===== config.mk =====
export PLATFORM = sky130hd
export DESIGN_NAME = cfg_pkt_builder
export DESIGN_NICKNAME = d
export VERILOG_FILES = /design/src/rtl/cfgpkt_pkg.sv /design/src/rtl/cfgpkt_ctrl.sv /design/src/rtl/cfgpkt_datapath.sv /design/src/rtl/cfg_pkt_builder.sv
export SDC_FILE = /design/constraint.sdc
export NUM_CORES = 1
export LEC_CHECK = 0
export CAP_MARGIN = 20
export CORE_UTILIZATION = 50
export DETAILED_ROUTE_END_ITERATION = 10
export DONT_BUFFER_PORTS = 1
export GPL_ROUTABILITY_DRIVEN = 0
export PLACE_DENSITY = 0.68
export SYNTH_ARGS = -nofsm -noshare
export SYNTH_HDL_FRONTEND = slang
export SYNTH_SLANG_ARGS = --single-unit
export TNS_END_PERCENT = 30

===== constraint.sdc =====
create_clock -name clk -period 1.89 [get_ports clk]
set_input_delay 0.189 -clock clk [delete_from_list [all_inputs] [get_ports clk]]
set_output_delay 0.189 -clock clk [all_outputs]
set_load 0.1 [all_outputs]

===== src/rtl/cfgpkt_pkg.sv =====
package cfgpkt_pkg;
  localparam int DW     = 32;
  localparam int BEAT_W = 2 * DW;

  localparam logic [1:0] STS_OK       = 2'd0;
  localparam logic [1:0] STS_NOTFOUND = 2'd1;
  localparam logic [1:0] STS_BADREG   = 2'd2;

  localparam logic [7:0] FMT_RD_T0 = 8'h04;
  localparam logic [7:0] FMT_WR_T0 = 8'h44;
  localparam logic [7:0] FMT_RD_T1 = 8'h05;
  localparam logic [7:0] FMT_WR_T1 = 8'h45;
  localparam logic [7:0] TAG_RD    = 8'h1D;
  localparam logic [7:0] TAG_WR    = 8'h10;

  typedef enum logic [1:0] {ST_IDLE, ST_SEND, ST_WAIT, ST_RESP} ctrlState_e;

  typedef struct packed {
    logic       capture;
    logic       loadReject;
    logic       loadCpl;
    logic [1:0] beatSel;
  } strobe_t;
endpackage


===== src/rtl/cfgpkt_ctrl.sv =====
module cfgpkt_ctrl
  import cfgpkt_pkg::*;
(
  input  logic       clk,
  input  logic       rstN,
  input  logic       reqValid,
  output logic       reqReady,
  input  logic [1:0] rejectCode,
  input  logic       threeBeats,
  output logic       txValid,
  input  logic       txReady,
  input  logic       cplValid,
  output logic       rspValid,
  output strobe_t    stb
);
  ctrlState_e state, stateNext;
  logic [1:0] beatIdx, beatIdxNext;
  logic       lastBeat;
  logic       accept;

  assign accept   = (state == ST_IDLE) && reqValid;
  assign lastBeat = (beatIdx == 2'd2) || ((beatIdx == 2'd1) && !threeBeats);

  always_comb begin
    stateNext      = state;
    beatIdxNext    = beatIdx;
    stb            = '0;
    stb.beatSel    = beatIdx;
    reqReady       = (state == ST_IDLE);
    txValid        = (state == ST_SEND);
    rspValid       = (state == ST_RESP);
    case (state)
      ST_IDLE: if (accept) begin
        stb.capture = 1'b1;
        beatIdxNext = 2'd0;
        if (rejectCode != STS_OK) begin
          stb.loadReject = 1'b1;
          stateNext      = ST_RESP;
        end else begin
          stateNext = ST_SEND;
        end
      end
      ST_SEND: if (txReady) begin
        if (lastBeat) stateNext = ST_WAIT;
        else          beatIdxNext = beatIdx + 2'd1;
      end
      ST_WAIT: if (cplValid) begin
        stb.loadCpl = 1'b1;
        stateNext   = ST_RESP;
      end
      default: stateNext = ST_IDLE;
    endcase
  end

  always_ff @(posedge clk) begin
    if (!rstN) begin
      state   <= ST_IDLE;
      beatIdx <= 2'd0;
    end else begin
      state   <= stateNext;
      beatIdx <= beatIdxNext;
    end
  end

  // response strobe is a single cycle
  p_rsp_pulse_r9: assert property (@(posedge clk) disable iff (!rstN)
    rspValid |=> !rspValid);

  // a filtered access goes straight to a response with no beat
  p_reject_silent_r6: assert property (@(posedge clk) disable iff (!rstN)
    (reqValid && reqReady && rejectCode != STS_OK) |=> (!txValid && rspValid));
endmodule


===== src/rtl/cfgpkt_datapath.sv =====
module cfgpkt_datapath
  import cfgpkt_pkg::*;
#(
  parameter int         OFF_W      = 12,
  parameter logic [7:0] ROOT_RESET = 8'd0
) (
  input  logic              clk,
  input  logic              rstN,
  input  strobe_t           stb,
  input  logic              linkUp,
  input  logic              reqWrite,
  input  logic [7:0]        reqBus,
  input  logic [7:0]        reqDevFn,
  input  logic [OFF_W-1:0]  reqOffset,
  input  logic [1:0]        reqSize,
  input  logic [DW-1:0]     reqWdata,
  input  logic [7:0]        reqPrimaryBus,
  input  logic              cplError,
  input  logic [DW-1:0]     cplData,
  output logic [1:0]        rejectCode,
  output logic              threeBeats,
  output logic [BEAT_W-1:0] beatData,
  output logic              beatSop,
  output logic              beatEop,
  output logic [1:0]        rspStatus,
  output logic [DW-1:0]     rspData
);
  localparam logic [15:0] BAR0_OFF     = 16'h0010;
  localparam logic [15:0] PRIM_BUS_OFF = 16'h0018;

  logic [7:0]    rootBusQ;
  logic [DW-1:0] hdr0Q, hdr1Q, hdr2Q, payloadQ;
  logic          writeQ, rootCfgQ;
  logic [1:0]    offLoQ, sizeQ;
  logic [1:0]    rspStatusQ;
  logic [DW-1:0] rspDataQ;

  logic [15:0]   offWide;
  logic          rootHit, devNonZero;
  logic [7:0]    fmtType, byteEn;
  logic [4:0]    shAmt;
  logic [DW-1:0] shiftedData, readPick;

  assign offWide    = 16'(reqOffset);
  assign rootHit    = (reqBus == rootBusQ);
  assign devNonZero = (reqDevFn[7:3] != 5'd0);
  assign shAmt      = {reqOffset[1:0], 3'b000};

  always_comb begin
    if (rootHit && reqDevFn == 8'd0 && offWide == BAR0_OFF)
      rejectCode = STS_BADREG;
    else if ((!rootHit && !linkUp) || (rootHit && devNonZero) ||
             (reqPrimaryBus == rootBusQ && devNonZero))
      rejectCode = STS_NOTFOUND;
    else
      rejectCode = STS_OK;
  end

  always_comb begin
    if (rootHit) fmtType = reqWrite ? FMT_WR_T0 : FMT_RD_T0;
    else         fmtType = reqWrite ? FMT_WR_T1 : FMT_RD_T1;
    case (reqSize)
      2'd0: begin
        byteEn      = 8'h01 << reqOffset[1:0];
        shiftedData = (reqWdata & 32'h0000_00FF) << shAmt;
      end
      2'd1: begin
        byteEn      = 8'h03 << reqOffset[1:0];
        shiftedData = (reqWdata & 32'h0000_FFFF) << shAmt;
      end
      default: begin
        byteEn      = 8'h0F;
        shiftedData = reqWdata;
      end
    endcase
  end

  always_ff @(posedge clk) begin
    if (!rstN) begin
      hdr0Q <= '0; hdr1Q <= '0; hdr2Q <= '0; payloadQ <= '0;
      writeQ <= 1'b0; rootCfgQ <= 1'b0; offLoQ <= '0; sizeQ <= '0;
      threeBeats <= 1'b0;
    end else if (stb.capture) begin
      hdr0Q      <= {fmtType, 24'd1};
      hdr1Q      <= {rootBusQ, 8'h00, reqWrite ? TAG_WR : TAG_RD, byteEn};
      hdr2Q      <= {reqBus, reqDevFn, offWide & 16'hFFFC};
      payloadQ   <= reqWrite ? shiftedData : '0;
      writeQ     <= reqWrite;
      rootCfgQ   <= rootHit && (offWide == PRIM_BUS_OFF);
      offLoQ     <= reqOffset[1:0];
      sizeQ      <= reqSize;
      threeBeats <= reqWrite && (reqOffset[2:0] == 3'd0);
    end
  end

  always_ff @(posedge clk) begin
    if (!rstN)
      rootBusQ <= ROOT_RESET;
    else if (stb.loadCpl && writeQ && rootCfgQ && !cplError)
      rootBusQ <= payloadQ[7:0];
  end

  always_comb begin
    case (sizeQ)
      2'd0:    readPick = (cplData >> {offLoQ, 3'b000}) & 32'h0000_00FF;
      2'd1:    readPick = (cplData >> {offLoQ[1], 4'b0000}) & 32'h0000_FFFF;
      default: readPick = cplData;
    endcase
  end

  always_ff @(posedge clk) begin
    if (!rstN) begin
      rspStatusQ <= STS_OK;
      rspDataQ   <= '0;
    end else if (stb.loadReject) begin
      rspStatusQ <= rejectCode;
      rspDataQ   <= reqWrite ? '0 : '1;
    end else if (stb.loadCpl) begin
      rspStatusQ <= cplError ? STS_NOTFOUND : STS_OK;
      rspDataQ   <= writeQ ? '0 : (cplError ? '1 : readPick);
    end
  end

  assign rspStatus = rspStatusQ;
  assign rspData   = rspDataQ;

  always_comb begin
    beatSop  = 1'b0;
    beatEop  = 1'b0;
    case (stb.beatSel)
      2'd0: begin
        beatData = {hdr1Q, hdr0Q};
        beatSop  = 1'b1;
      end
      2'd1: begin
        beatData = threeBeats ? {{DW{1'b0}}, hdr2Q} : {payloadQ, hdr2Q};
        beatEop  = !threeBeats;
      end
      default: begin
        beatData = {{DW{1'b0}}, payloadQ};
        beatEop  = 1'b1;
      end
    endcase
  end

  // the root bus copy only moves on a completion
  p_root_stable_r8: assert property (@(posedge clk) disable iff (!rstN)
    !stb.loadCpl |=> $stable(rootBusQ));
endmodule


===== src/rtl/cfg_pkt_builder.sv =====
module cfg_pkt_builder
  import cfgpkt_pkg::*;
#(
  parameter int         OFF_W      = 12,
  parameter logic [7:0] ROOT_RESET = 8'd0
) (
  input  logic              clk,
  input  logic              rstN,
  input  logic              linkUp,
  input  logic              reqValid,
  output logic              reqReady,
  input  logic              reqWrite,
  input  logic [7:0]        reqBus,
  input  logic [7:0]        reqDevFn,
  input  logic [OFF_W-1:0]  reqOffset,
  input  logic [1:0]        reqSize,
  input  logic [31:0]       reqWdata,
  input  logic [7:0]        reqPrimaryBus,
  output logic              txValid,
  input  logic              txReady,
  output logic [63:0]       txData,
  output logic              txSop,
  output logic              txEop,
  input  logic              cplValid,
  input  logic              cplError,
  input  logic [31:0]       cplData,
  output logic              rspValid,
  output logic [1:0]        rspStatus,
  output logic [31:0]       rspData
);
  strobe_t    stb;
  logic [1:0] rejectCode;
  logic       threeBeats;
  logic       beatSop, beatEop;

  cfgpkt_ctrl u_ctrl (
    .clk(clk), .rstN(rstN), .reqValid(reqValid), .reqReady(reqReady),
    .rejectCode(rejectCode), .threeBeats(threeBeats), .txValid(txValid),
    .txReady(txReady), .cplValid(cplValid), .rspValid(rspValid), .stb(stb)
  );

  cfgpkt_datapath #(.OFF_W(OFF_W), .ROOT_RESET(ROOT_RESET)) u_dp (
    .clk(clk), .rstN(rstN), .stb(stb), .linkUp(linkUp), .reqWrite(reqWrite),
    .reqBus(reqBus), .reqDevFn(reqDevFn), .reqOffset(reqOffset),
    .reqSize(reqSize), .reqWdata(reqWdata), .reqPrimaryBus(reqPrimaryBus),
    .cplError(cplError), .cplData(cplData), .rejectCode(rejectCode),
    .threeBeats(threeBeats), .beatData(txData), .beatSop(beatSop),
    .beatEop(beatEop), .rspStatus(rspStatus), .rspData(rspData)
  );

  assign txSop = txValid && beatSop;
  assign txEop = txValid && beatEop;

  // a stalled beat is held unchanged
  p_hold_beat_r10: assert property (@(posedge clk) disable iff (!rstN)
    (txValid && !txReady) |=> (txValid && $stable(txData) && $stable(txSop) && $stable(txEop)));

  // no beat is both first and last
  p_flags_exclusive_r5: assert property (@(posedge clk) disable iff (!rstN)
    txValid |-> !(txSop && txEop));

  // an accepted, unfiltered access opens with a start beat
  p_sop_after_accept_r5: assert property (@(posedge clk) disable iff (!rstN)
    (reqValid && reqReady && rejectCode == STS_OK) |=> (txValid && txSop));
endmodule


==> results.ini <==
[run_status]
violations=hold timing, setup timing
outcome=finished, violations left

[floorplan]
dieWidth_um=121.6
die_h_um=121.6
dieArea_mm2=0.01478
num_rows=43
core-area_mm2=0.01393
initial_core_util_pct=51.30
io_pins=213

[global_route]
overflow=0
grt_pass1_vias=7492
grt_first_pass_wirelength_mm=41.39
antenna_found_initial=0
track_usage_pct=37.05
grt_max_degree=129

[setup_path]
cp_common_cell=buf_12
r2r_setup_slack_ns=-0.17
crit_path_end_kind=output pin
cp-start-kind=flip-flop
required_ns=1.70
path_class=flip-flop to output pin
crit_path_cell_trace=inv_4, buf_12, ha_4, buf_12, nand2b_4, o21ai_4, buf_12
r2r-start=u_dp.rootBusQ[0]$_SDFFE_PN0P_
cp_max_fo=9
slowest_stage=dfxtp_2
arrival_ns=1.96
max_stage_delay_ns=0.36
crit_path_start=u_ctrl.beatIdx[1]$_SDFFE_PN0P_

[detailed_routing]
first_iter_violations=1007
maxUsedRoutingLayer=met4
first_pass_iters=6
drt_wl_total_mm=29.40
vias_per_cell=6.440
vias=7715
routedWlPerCell_um=24.54
ant_nets=0
wl_met1_mm=10.22
drc=0
wl_met2_mm=14.03
wl_met3_mm=3.297

[placed_design]
hpwlAfterDp_mm=16.86
placedCellCount=1107
numPortBuffers=0

[layout]
fin_cells=1198
n_antenna_cell=0
syn_to_final_growth_pct=52.79
multi_input_area_mm2=0.004778
finalNetCount=1123
nFillCells=792
regArea_mm2=0.002562
drive_above_1_share_pct=33.69

[synth]
synth_top_area_share_pct=35.57
synth_top_cell_by_area=dfxtp_1
synth_flop_cell=dfxtp_1
syn-num-nets=970
async_flop_share_pct=0
ys_ff_latch=127
synth_common_cells=nand2_1, dfxtp_1, o21ai_0
synth-seq-area-share_pct=35.57
synth.top_cells.by_area=dfxtp_1, nand2_1, o221a_1, o21ai_0, a22oi_1
syn_area_mm2=0.007148
yosysUniqueCellTypes=60
yosys_warnings=0
syn_area_per_cell_um2=8.380
yosysMostFrequentCell=nand2_1
syn_inst=853
synth_edf_count=0

[sta]
setup_viol_count_final=103
fmax_mhz=466.4
fin_crit_sh_pct=113.4
worst_slew_pin_slew_ns=1.029
final_max_slew_viol_count=0
rsz0062_at_grt=true
hold_ws_ns=-0.09818
hold_viol=57
setup_slack_ns=-0.2541
worst_clock_skew_ns=0.01071
finalCriticalPeriod_ns=2.144
maxSlewHeadroom_pct=31.24

[power_and_ir_drop]
p_switching_uw=6199
internal_power_uw=7306
power_frac_seq_pct=24.9
power_uw=13500
power.leakage_uw=0.004377
ir_worst_vdd_mv=0.8118
p_clk_share_pct=23.3
powerDensity_mw_per_mm2=1237
switching_share_pct=45.90
p_comb_share_pct=51.8

[hold_path]
holdCritStartpoint=rstN
hp-class=input pin to flip-flop

[clock_network]
clk_latency_ns=0.44
cts_tree=built
htreeDepth=4
clkSinkCount=127
cts_root_buf=clkbuf_16
clk_pin_slew_worst_paths_ns=0.06
cts_buffer_depth=2
cts_buffers=17

[run]
drv_cap=0

==> layer usage <==
| metal | vias to the layer above | global-route usage (%) |
|---|---|---|
| li1 | 3327 | - |
| met1 | 3642 | 40.97 |
| met2 | 584 | 62.82 |
| met3 | 162 | 12.22 |
| met4 | 0 | 19.91 |
| met5 | - | 0 |
==> through the flow <==
| step | util, % | setup WS, ns | hold slack (ns) | TNS [ns] | cell area, um2 |
|---|---|---|---|---|---|
| finish | 78.38 | -0.2541 | -0.09818 | -15.73 | 10920 |
| global route | 78.38 | -0.2750 | -0.1034 | -20.71 | 10920 |
| CTS | 76.05 | -0.1317 | -0.1157 | -7.189 | 10600 |
| detailed placement | 65.81 | -0.5851 | 0.3207 | -18.07 | 9170 |
| global placement | 65.81 | -0.5279 | 0.3258 | -16.98 | 9170 |
| floorplan | - | -0.5151 | 0.3238 | -12.42 | 7351 |
==> timing repair <==
action                                  4_1_cts  5_1_grt
pin swaps                                    22       11
buffers inserted                             12        9
resized for setup                            89       30
hold endpoints to repair                    127      127
hold buffers                                 27        1
gates cloned                                  7        5
endpoints found under the setup margin      109      122
==> cells in the final DEF (no fill, tap or decap), drive strengths merged, types with 9 or more instances in the layout <==
cell type / count
nand2b: 24
a22oi: 35
o221a: 32
o21ai: 63
a221oi: 9
a21boi: 41
dfxtp: 127
inv: 18
buf: 174
dlygate4sd3: 28
clkbuf: 27
and2: 33
nor2: 42
nor2b: 42
a21oi: 37
mux2i: 27
a22o: 18
nand2: 156
==> flip-flops by register name, summed over array words and instances (netlist names), 3 cells and up <==
register and count:
u_dp.rootBusQ 8, u_dp.rspData 32, u_dp.payloadQ 32, u_dp.hdr0Q 3
u_dp.hdr2Q 26, u_dp.hdr1Q 14
==> worst max-delay path: cells and delay by family (launching register included) <==
| kind | cells | cell delay [ns] |
|---|---|---|
| AOI/OAI and AO/OA | 1 | 0.23 |
| DFF | 1 | 0.36 |
| adders and majority gates | 1 | 0.22 |
| and+or+nand+nor | 1 | 0.15 |
| buffers and inverters | 4 | 0.55 |
==> final timing paths <==
path                                         end  cells past startpoint
hold reg to reg      u_dp.hdr2Q[20]$_SDFFE_PN0P_                      2
setup / recovery                       txData[2]                      7
setup reg to reg   u_dp.rspData[16]$_SDFFE_PN0P_                      9
hold / removal    u_dp.payloadQ[30]$_SDFFE_PN0P_                      1
==> final cells by class <==
class,instances,share of cell area [%]
clock buffers,23,4.651
inverters,18,0.6645
multi-input cells,636,43.75
repair buffers,206,24.89
well taps,180,2.062
clock inverters,8,0.5155
flip-flops and latches,127,23.46
==> power groups by stage <==
| stage | Clock (uW) | Sequential, uW | Combinational [uW] |
|---|---|---|---|
| global placement | 0 | 3340 | 5780 |
| CTS | 3110 | 3320 | 6490 |
| detailed placement | 0 | 3360 | 5890 |
| floorplan | 0 | 4610 | 3250 |
| finish | 3150 | 3370 | 6990 |
| global route | 3260 | 3390 | 7240 |
==> kinds of logic after synthesis <==
group                    after synthesis  share of synthesized area, %
AO/OA/AOI/OAI                        249                         25.12
multiplexers                          34                         6.336
XOR/XNOR                              16                         1.961
adder cells (fa/ha/maj)                7                         1.225
flip-flops                           127                         35.57
buffers and inverters                 94                         6.914
AND/OR/NAND/NOR                      326                         22.88
(Power assumes the default switching activity.)
